## config.mk

```make
export PLATFORM = sky130hd
export DESIGN_NAME = spx_unpack
export DESIGN_NICKNAME = d
export VERILOG_FILES = /design/src/rtl/spx_pkg.sv /design/src/rtl/spx_cmd_track.sv /design/src/rtl/spx_assemble.sv /design/src/rtl/spx_expand.sv /design/src/rtl/spx_unpack.sv
export SDC_FILE = /design/constraint.sdc
export NUM_CORES = 1
export LEC_CHECK = 0
export CAP_MARGIN = 20
export CORE_MARGIN = 2
export CORE_UTILIZATION = 48
export DETAILED_ROUTE_END_ITERATION = 8
export GPL_TIMING_DRIVEN = 1
export PLACE_DENSITY = 0.76
export SETUP_SLACK_MARGIN = 0.1
export SLEW_MARGIN = 20
export SYNTH_ARGS = -nofsm -noshare
export SYNTH_HDL_FRONTEND = slang
export SYNTH_SLANG_ARGS = --single-unit
```

## constraint.sdc

```tcl
create_clock -name clk_i -period 2.1 [get_ports clk_i]
set_clock_uncertainty 0.1 [all_clocks]
set_input_delay 0.525 -clock clk_i [delete_from_list [all_inputs] [get_ports clk_i]]
set_output_delay 0.525 -clock clk_i [all_outputs]
set_load 0.01 [all_outputs]
```

## src/rtl/spx_pkg.sv

```systemverilog
package spx_pkg;
  localparam int BYTE_W = 8;
  localparam int WORD_W = BYTE_W + 1;
  localparam int CH_W   = 6;
  localparam int PIX_W  = 3 * CH_W;

  typedef enum logic [1:0] {FMT_12 = 2'd0, FMT_16 = 2'd1, FMT_18 = 2'd2, FMT_RSV = 2'd3} fmt_e;
  typedef enum logic [1:0] {FILL_ZERO = 2'd0, FILL_ONE = 2'd1, FILL_MSB = 2'd2, FILL_RSV = 2'd3} fill_e;

  typedef struct packed {
    logic [CH_W-1:0] r;
    logic [CH_W-1:0] g;
    logic [CH_W-1:0] b;
  } pix_t;

  // significant width of a channel (0=r,1=g,2=b) for a packing
  function automatic int ch_width(input fmt_e fmt, input int ch);
    case (fmt)
      FMT_12:  return 4;
      FMT_16:  return (ch == 1) ? 6 : 5;
      default: return CH_W;
    endcase
  endfunction

  // v is left-aligned with w significant bits; fill the rest
  function automatic logic [CH_W-1:0] fill_low(input logic [CH_W-1:0] v, input int w,
                                               input fill_e mode);
    logic [CH_W-1:0] o;
    o = v;
    for (int i = 0; i < CH_W; i++) begin
      if (i < CH_W - w) begin
        case (mode)
          FILL_ONE: o[i] = 1'b1;
          FILL_MSB: o[i] = v[w + i];
          default:  o[i] = 1'b0;
        endcase
      end
    end
    return o;
  endfunction
endpackage

```

## src/rtl/spx_cmd_track.sv

```systemverilog
module spx_cmd_track
  import spx_pkg::*;
#(
  parameter logic [BYTE_W-1:0] WR_CODE   = 8'h2C,
  parameter logic [BYTE_W-1:0] CONT_CODE = 8'h3C
) (
  input  logic              clk_i,
  input  logic              rst_ni,
  input  logic              word_valid_i,
  input  logic [WORD_W-1:0] word_i,
  output logic              take_o,
  output logic              abort_o,
  output logic              ptr_reset_o
);
  localparam int FLAG = WORD_W - 1;

  logic run_q, ptr_q;
  logic is_wr, is_cont;

  assign abort_o = word_valid_i && !word_i[FLAG];
  assign is_wr   = abort_o && (word_i[BYTE_W-1:0] == WR_CODE);
  assign is_cont = abort_o && (word_i[BYTE_W-1:0] == CONT_CODE);
  assign take_o  = word_valid_i && word_i[FLAG] && run_q;

  always_ff @(posedge clk_i or negedge rst_ni) begin
    if (!rst_ni) begin
      run_q <= 1'b0;
      ptr_q <= 1'b0;
    end else begin
      ptr_q <= is_wr;
      if (abort_o) run_q <= is_wr || is_cont;
    end
  end

  assign ptr_reset_o = ptr_q;

  assert_ptr_cause_R4: assert property (@(posedge clk_i) disable iff (!rst_ni)
    ptr_reset_o |-> $past(word_valid_i && !word_i[FLAG] && word_i[BYTE_W-1:0] == WR_CODE));

  assert_run_close_R3: assert property (@(posedge clk_i) disable iff (!rst_ni)
    (word_valid_i && !word_i[FLAG] && word_i[BYTE_W-1:0] != WR_CODE &&
     word_i[BYTE_W-1:0] != CONT_CODE) |=> !take_o);
endmodule

```

## src/rtl/spx_assemble.sv

```systemverilog
module spx_assemble
  import spx_pkg::*;
(
  input  logic              clk_i,
  input  logic              rst_ni,
  input  logic              take_i,
  input  logic              abort_i,
  input  fmt_e              fmt_i,
  input  logic              swap_i,
  input  logic [BYTE_W-1:0] byte_i,
  output logic              emit_o,
  output pix_t              raw_o
);
  logic [1:0]        phase_q, last_idx;
  logic [BYTE_W-1:0] h0_q, h1_q;
  logic [BYTE_W-1:0] hi, lo;

  always_comb begin
    case (fmt_i)
      FMT_16:  last_idx = 2'd1;
      default: last_idx = 2'd2;
    endcase
  end

  always_ff @(posedge clk_i or negedge rst_ni) begin
    if (!rst_ni) begin
      phase_q <= '0;
      h0_q    <= '0;
      h1_q    <= '0;
    end else if (abort_i) begin
      phase_q <= '0;
    end else if (take_i) begin
      phase_q <= (phase_q >= last_idx) ? 2'd0 : phase_q + 2'd1;
      if (phase_q == 2'd0) h0_q <= byte_i;
      if (phase_q == 2'd1) h1_q <= byte_i;
    end
  end

  assign hi = swap_i ? byte_i : h0_q;
  assign lo = swap_i ? h0_q : byte_i;

  // channels left-aligned; expander fills the low bits
  always_comb begin
    emit_o = 1'b0;
    raw_o  = '0;
    if (take_i) begin
      case (fmt_i)
        FMT_12: begin
          if (phase_q == 2'd1) begin
            emit_o = 1'b1;
            raw_o.r = {h0_q[7:4], 2'b00};
            raw_o.g = {h0_q[3:0], 2'b00};
            raw_o.b = {byte_i[7:4], 2'b00};
          end else if (phase_q == 2'd2) begin
            emit_o = 1'b1;
            raw_o.r = {h1_q[3:0], 2'b00};
            raw_o.g = {byte_i[7:4], 2'b00};
            raw_o.b = {byte_i[3:0], 2'b00};
          end
        end
        FMT_16: begin
          if (phase_q == 2'd1) begin
            emit_o = 1'b1;
            raw_o.r = {hi[7:3], 1'b0};
            raw_o.g = {hi[2:0], lo[7:5]};
            raw_o.b = {lo[4:0], 1'b0};
          end
        end
        FMT_18: begin
          if (phase_q == 2'd2) begin
            emit_o = 1'b1;
            raw_o.r = h0_q[7:2];
            raw_o.g = h1_q[7:2];
            raw_o.b = byte_i[7:2];
          end
        end
        default: ;
      endcase
    end
  end

  assert_phase_legal_R5: assert property (@(posedge clk_i) disable iff (!rst_ni)
    phase_q != 2'd3);

  assert_abort_clears_R3: assert property (@(posedge clk_i) disable iff (!rst_ni)
    abort_i |=> phase_q == 2'd0);
endmodule

```

## src/rtl/spx_expand.sv

```systemverilog
module spx_expand
  import spx_pkg::*;
(
  input  fmt_e  fmt_i,
  input  fill_e fill_i,
  input  pix_t  raw_i,
  output pix_t  pix_o
);
  logic [CH_W-1:0] ch_in  [3];
  logic [CH_W-1:0] ch_out [3];

  assign ch_in[0] = raw_i.r;
  assign ch_in[1] = raw_i.g;
  assign ch_in[2] = raw_i.b;

  for (genvar c = 0; c < 3; c++) begin : g_ch
    assign ch_out[c] = fill_low(ch_in[c], ch_width(fmt_i, c), fill_i);
  end

  assign pix_o = '{r: ch_out[0], g: ch_out[1], b: ch_out[2]};
endmodule

```

## src/rtl/spx_unpack.sv

```systemverilog
module spx_unpack
  import spx_pkg::*;
#(
  parameter logic [7:0] WR_CODE   = 8'h2C,
  parameter logic [7:0] CONT_CODE = 8'h3C
) (
  input  logic        clk_i,
  input  logic        rst_ni,
  input  logic        word_valid_i,
  input  logic [8:0]  word_i,
  input  logic [1:0]  fmt_i,
  input  logic [1:0]  fill_i,
  input  logic        swap_i,
  output logic        pix_valid_o,
  output logic [17:0] pix_o,
  output logic        ptr_reset_o
);
  logic take, abort, emit;
  pix_t raw, wide;
  logic             valid_q;
  logic [PIX_W-1:0] pix_q;

  spx_cmd_track #(.WR_CODE(WR_CODE), .CONT_CODE(CONT_CODE)) u_cmd (
    .clk_i       (clk_i),
    .rst_ni      (rst_ni),
    .word_valid_i(word_valid_i),
    .word_i      (word_i),
    .take_o      (take),
    .abort_o     (abort),
    .ptr_reset_o (ptr_reset_o)
  );

  spx_assemble u_asm (
    .clk_i  (clk_i),
    .rst_ni (rst_ni),
    .take_i (take),
    .abort_i(abort),
    .fmt_i  (fmt_e'(fmt_i)),
    .swap_i (swap_i),
    .byte_i (word_i[BYTE_W-1:0]),
    .emit_o (emit),
    .raw_o  (raw)
  );

  spx_expand u_exp (
    .fmt_i (fmt_e'(fmt_i)),
    .fill_i(fill_e'(fill_i)),
    .raw_i (raw),
    .pix_o (wide)
  );

  always_ff @(posedge clk_i or negedge rst_ni) begin
    if (!rst_ni) begin
      valid_q <= 1'b0;
      pix_q   <= '0;
    end else begin
      valid_q <= emit;
      if (emit) pix_q <= wide;
    end
  end

  assign pix_valid_o = valid_q;
  assign pix_o       = pix_q;

  assert_pix_from_param_R2: assert property (@(posedge clk_i) disable iff (!rst_ni)
    pix_valid_o |-> $past(word_valid_i && word_i[8]));

  assert_cmd_no_pix_R3: assert property (@(posedge clk_i) disable iff (!rst_ni)
    (word_valid_i && !word_i[8]) |=> !pix_valid_o);

  assert_rsv_silent_R10: assert property (@(posedge clk_i) disable iff (!rst_ni)
    pix_valid_o |-> $past(fmt_i != 2'd3));
endmodule

```

Yosys cells after proc, flatten, opt, wreduce, memory -nomap -nowiden
Index checks and enable logic that the tools add are counted.

Register bits after elaboration: 39. Input bits: 17. Output and inout bits: 20. Logic and storage cells: 175.

$add $sub $neg: 13. Magnitude comparators: 25. Equal/unequal tests: 8. Multiplexer cells: 109. Bitwise operators: 1. Reductions and logical operators: 12.

Operators by type and width (count): $lt A32 B5 Y1 const B (9); $mux W18 (5); $lt A3 B32 Y1 const A (2); $lt A4 B32 Y1 const A (2); $mux W1 (58); $bmux W1 S3 (18); $pmux W18 S3 (1); $pmux W1 S2 (18); $lt A1 B32 Y1 const A (1); $lt A2 B32 Y1 const A (1); $add A3 B2 Y4 const B (4); $add A3 B3 Y4 const B (4); $eq A8 B6 Y1 const B (2); $mux W8 (2); $mux W2 (5); $add A3 B1 Y4 const B (2); $lt A3 B4 Y1 const A (2); $lt A3 B4 Y1 const B (2); $lt A4 B4 Y1 const A (2); $sub A3 B3 Y4 const A (2); $eq A2 B1 Y1 const B (3); $eq A2 B2 Y1 const B (3); $reduce_and A3 Y1 (2); $logic_and A1 B1 Y1 (5); 12 further kinds (13).

Longest topological paths before layout
Gate-level depths: netlist of the first run.

Depth in word-level cells: 10. Mapped depth: 9. Depth with buffers taken out: 8.

Modules after synthesis
A second synthesis of the first run with hierarchy kept.

Cell total of the unflattened synthesis: 250. Area, all modules: 2698.8 um^2.

By module, submodules not included: spx_assemble (instances 1, cells an instance 163, area each 1571.5 um^2, seq. area each 450.4 um^2); spx_unpack (instances 1, cells an instance 39, area each 747.0 um^2, seq. area each 475.5 um^2); spx_expand (instances 1, cells an instance 38, area each 257.7 um^2, seq. area each 0.0 um^2); spx_cmd_track (instances 1, cells an instance 10, area each 122.6 um^2, seq. area each 50.0 um^2).

Least setup slack after synthesis of the first run
OpenSTA, ideal clock, no wires.

Path kind: reg2reg. Start point: register u_asm.phase_q[0]. End point: register pix_q[7], in the netlist pix_o[7]. Setup time: 0.130 ns. Arrival time: 1.719 ns. Required time: 1.870 ns. Setup slack: 0.151 ns. Stages on the path, launching flop included: 9. Buffers on the path: 2. Period minus slack after synthesis: 1.949 ns. Cells stage by stage: dfrtp_1 > inv_1 > ha_1 > buf_2 > and3b_1 > buf_6 > a222oi_1 > o221a_2 > o21ai_1.

Word-level cells in the longest chain between the ends: 10. Elaborated cells between the ends (all ways): 18. Those cells by class: 2 x eq/ne; 16 x mux.

Ends and longest elaborated chain: start: declaration (RTL line spx_assemble.sv:14) `logic [1:0] phase_q, last_idx;`; start signal: assignment (RTL line spx_assemble.sv:33) `phase_q <= (phase_q >= last_idx) ? 2'd0 : phase_q + 2'd1;`; $eq A2 B2 Y1 (RTL line spx_assemble.sv:54, spx_assemble.sv:70); $mux W18 (RTL line spx_assemble.sv:54) `end else if (phase_q == 2'd2) begin`; $mux W18 (RTL line spx_assemble.sv:49) `if (phase_q == 2'd1) begin`; $pmux W18 S3 (RTL line spx_assemble.sv:47) `case (fmt_i)`; $mux W18 (RTL line spx_assemble.sv:46) `if (take_i) begin`; $bmux W1 S3 (RTL line spx_pkg.sv:34) `FILL_MSB: o[i] = v[w + i];`; $mux W1 (not written as such) (2 in a row) (RTL line spx_pkg.sv:34); $pmux W1 S2 (RTL line spx_pkg.sv:32) `case (mode)`; $mux W1 (RTL line spx_pkg.sv:31) `if (i < CH_W - w) begin`; end signal: assignment (RTL line spx_unpack.sv:58) `if (emit) pix_q <= wide;`; end: declaration (RTL line spx_unpack.sv:21) `logic [PIX_W-1:0] pix_q;`.

Parallel ways exist; a longest one is shown, timed or not. The select of a mux whose other input is x is not followed. A chain may end at the register's enable or synchronous reset.

Final worst setup path of the first run
Start point: input word_i[1]. End point: register pix_q[6], in the netlist pix_o[6].

Word-level cells in the longest chain between the ends: 9.

Ends and longest elaborated chain: start: declaration (RTL line spx_unpack.sv:10) `input logic [8:0] word_i,`; $mux W8 (RTL line spx_assemble.sv:39) `assign hi = swap_i ? byte_i : h0_q;`; $mux W18 (RTL line spx_assemble.sv:62) `if (phase_q == 2'd1) begin`; $pmux W18 S3 (RTL line spx_assemble.sv:47); $mux W18 (RTL line spx_assemble.sv:46); $bmux W1 S3 (RTL line spx_pkg.sv:34); $mux W1 (not written as such) (2 in a row) (RTL line spx_pkg.sv:34); $pmux W1 S2 (RTL line spx_pkg.sv:32); $mux W1 (RTL line spx_pkg.sv:31).

Every way passes these cells. The select of a mux whose other input is x is not followed.

==> flow_metrics.env, run 1 <==
export IMPL_cts_tree="done"
export IMPL_ys_ff_latch=39
export IMPL_area_growth_pct=43.0
export IMPL_drive_above_1_share_pct=34.3
export IMPL_ant_nets=0
export IMPL_syn_num_nets=257
export IMPL_start_util_pct=49.3
export IMPL_nNetsFinal=342
export IMPL_maxCapViolations=0
export IMPL_routed_wl_mm=6.07
export IMPL_wl_per_cell_um=16.3
export IMPL_dieArea_um2=5390
export IMPL_power_w=0.00177
export IMPL_worstPathRequired_ns=2.18
export IMPL_drt_first_pass_iters=7
export IMPL_pre_cts_ws_ns=-0.373
export IMPL_place_inst=362
export IMPL_via_per_inst=5.80
export IMPL_whs_ns=0.0843
export IMPL_clockBufferDepth=2
export IMPL_p_leak_nw=1.51
export IMPL_drtIter0Drc=182
export IMPL_crit_family="compound AO/OA/AOI/OAI gates"
export IMPL_mostFrequentLayoutCells="buf_4, dfrtp_1, nand2_1, clkdlybuf4s50_1, mux2_2"
export IMPL_fin_util_pct=70.6
export IMPL_relSlewSlack_pct=66.9
export IMPL_critical_path_class="in -> reg"
export IMPL_stdcell_count=372
export IMPL_diodes=0
export IMPL_vias=2157
export IMPL_async_flop_share_pct=100
export IMPL_clkTransAtPathRegs_ns=0.08
export IMPL_worstPathMaxFanout=5
export IMPL_postSynthCellCount=232
export IMPL_synthFlopType="dfrtp_1"
export IMPL_die_x_um=73.4
export IMPL_finalSetupViolations=0
export IMPL_ios=37
export IMPL_grt_ovfl_total=0
export IMPL_p_per_area_nw_per_um2=535
export IMPL_period_needed_ns=2.00
export IMPL_coreArea_um2=4690
export IMPL_avgSynthCellArea_um2=9.98
export IMPL_yosysUniqueCellTypes=43
export IMPL_outcome="finished clean"
export IMPL_synth_area_um2=2310
export IMPL_worst_pin_slew_ns=0.496
export IMPL_worstPathArrival_ns=2.08
export IMPL_port_buffers=36
export IMPL_cp_slowest_cell="clkdlybuf4s50_1"
export IMPL_synth_edf_count=0
export IMPL_root_buffer="clkbuf_8"
export IMPL_yosysWarnings=0
export IMPL_yosysSeqAreaShare_pct=42.2
export IMPL_layout_setup_ws_ns=0.102
export IMPL_grt_usage_pct=23.9
export IMPL_start_kind="input port"
export IMPL_hold_buffers=0
export IMPL_final_common_cell="buf_4"
export IMPL_cts_buffers=5
export IMPL_period_share_pct=95.1
export IMPL_grt_pass1_vias=2021
export IMPL_grt_pass1_wl_mm=9.86
export IMPL_clk_latency_ns=0.30
export IMPL_grt_max_degree=27
export IMPL_clock_fmax_ghz=0.501
export IMPL_drc=0
export IMPL_antenna_found_initial=0
export IMPL_crit_buf_inv=1
export IMPL_cp_end_kind="flop"
export IMPL_rsz0062_at_grt="true"
export IMPL_cts_sinks=39
export IMPL_hold_class="in -> async"
export IMPL_cp_cell_sequence="clkdlybuf4s50_1 -> mux2_2 -> a222oi_1 -> o221a_2 -> o21ai_0"
export IMPL_peakVddDrop_mv=0.314
export IMPL_gp_congestion=0.982
export IMPL_rows=25
export IMPL_place_hpwl_mm=4.65
export IMPL_htreeDepth=2
export IMPL_slew_violations=0
export IMPL_die_y_um=73.4
export IMPL_cp_slowest_stage_delay_ns=0.49
export IMPL_hold_viol_final=0
[repair_timing]
item	in CTS	in global routing
gates cloned	0	1
resized for setup	13	17
buffers inserted	1	0
endpoints found under the setup margin	14	15
pin swaps	6	6
[synthesized netlist by cell type, types with 2 or more instances]
cell type | n | area [µm²]
a221oi_1 | 2 | 17.5
clkbuf_1 | 4 | 15.0
nand4b_1 | 2 | 17.5
buf_4 | 2 | 15.0
a22o_1 | 6 | 52.6
nor2b_1 | 3 | 18.8
and3_1 | 2 | 12.5
inv_1 | 7 | 26.3
a222oi_1 | 8 | 80.1
nor2_1 | 9 | 33.8
a21oi_1 | 10 | 50.1
dfrtp_1 | 39 | 976
mux2_2 | 23 | 259
o221a_2 | 2 | 22.5
o21ai_1 | 2 | 10.0
buf_2 | 7 | 35.0
nand3_1 | 3 | 15.0
o22a_1 | 3 | 26.3
nand2_1 | 32 | 120
o21ai_0 | 24 | 120
or3_1 | 2 | 12.5
ha_1 | 8 | 100
and3b_1 | 2 | 17.5
a22oi_1 | 2 | 15.0
mux2i_1 | 9 | 90.1
and2_1 | 2 | 12.5
[per-layer routing]
metal | wire, µm | vias up | track usage [%]
met5 | 0 | - | 0
met4 | 116 | 0 | 8.08
met3 | 412 | 11 | 4.94
met2 | 2850 | 94 | 37.1
met1 | 2690 | 1020 | 33.2
li1 | - | 1032 | -
[cell families after synthesis]
logic type	share of synthesized area, %
adder cells (fa/ha/maj)	4.32
AND/OR/NAND/NOR	13.9
multiplexers	15.1
AO/OA/AOI/OAI	19.9
flip-flops	42.2
buffers and inverters	4.59
[power breakdown]
part | total (W) | internal (W) | leakage, nW | switching (W)
Sequential | 0.000792 | 0.000770 | 0.542 | 0.0000214
Clock | 0.000540 | 0.000268 | 0.0474 | 0.000272
Combinational | 0.000440 | 0.000229 | 0.920 | 0.000211
Total | 0.00177 | 0.00127 | 1.51 | 0.000505
[through the flow]
stage,setup TNS (ns),cell area [µm²]
3_3_place_gp,-4.19,3100
5_1_grt,0,3310
2_1_floorplan,0,2310
3_5_place_dp,-5.15,3100
6_report,0,3310
4_1_cts,0,3240
[registers in the layout (all words and copies together) (netlist names)]
signal	flops
u_asm.phase_q	2
pix_valid_o	1
pix_o	18
u_asm.h0_q	8
u_cmd.run_q	1
u_asm.h1_q	8
u_cmd.ptr_reset_o	1
[cell type report]
type	count	area [µm²]
clock buffers	6	82.6
clock inverters	2	16.3
fillers	352	1380
inverters	8	32.5
multi-input cells	171	1310
flip-flops and latches	39	976
well taps	54	67.6
repair buffers	91	820
repair inverters	1	7.51
[path summary, 6_finish.rpt]
| check | cells after the start | startpoint | end | slack [ns] |
|---|---|---|---|---|
| max | 5 | word_i[1] | pix_o[6] | 0.10 |
| min | 1 | rst_ni | pix_o[14] | 0.08 |
| max reg2reg | 6 | u_asm.phase_q[0] | pix_o[6] | 0.12 |
| min reg2reg | 2 | pix_o[15] | pix_o[15] | 0.38 |
| max in group asynchronous | 2 | rst_ni | u_asm.h0_q[3] | 1.35 |
| min in group clk_i | 2 | pix_o[15] | pix_o[15] | 0.38 |
[worst reg2reg max path, delay by kind of cell (launching register included)]
family | cells | cell delay [ns]
and+or+nand+nor | 1 | 0.25
adders and majority gates | 1 | 0.20
DFF | 1 | 0.41
buffers and inverters | 1 | 0.05
AOI/OAI and AO/OA | 3 | 0.85
(Power assumes the default switching activity.)
==> run 2, diff against run 1 <==
- HOLD_SLACK_MARGIN: unset -> 0.02
==> results of run 2 <==
The final DEF is identical to that of run 1; final timing and power are the same.
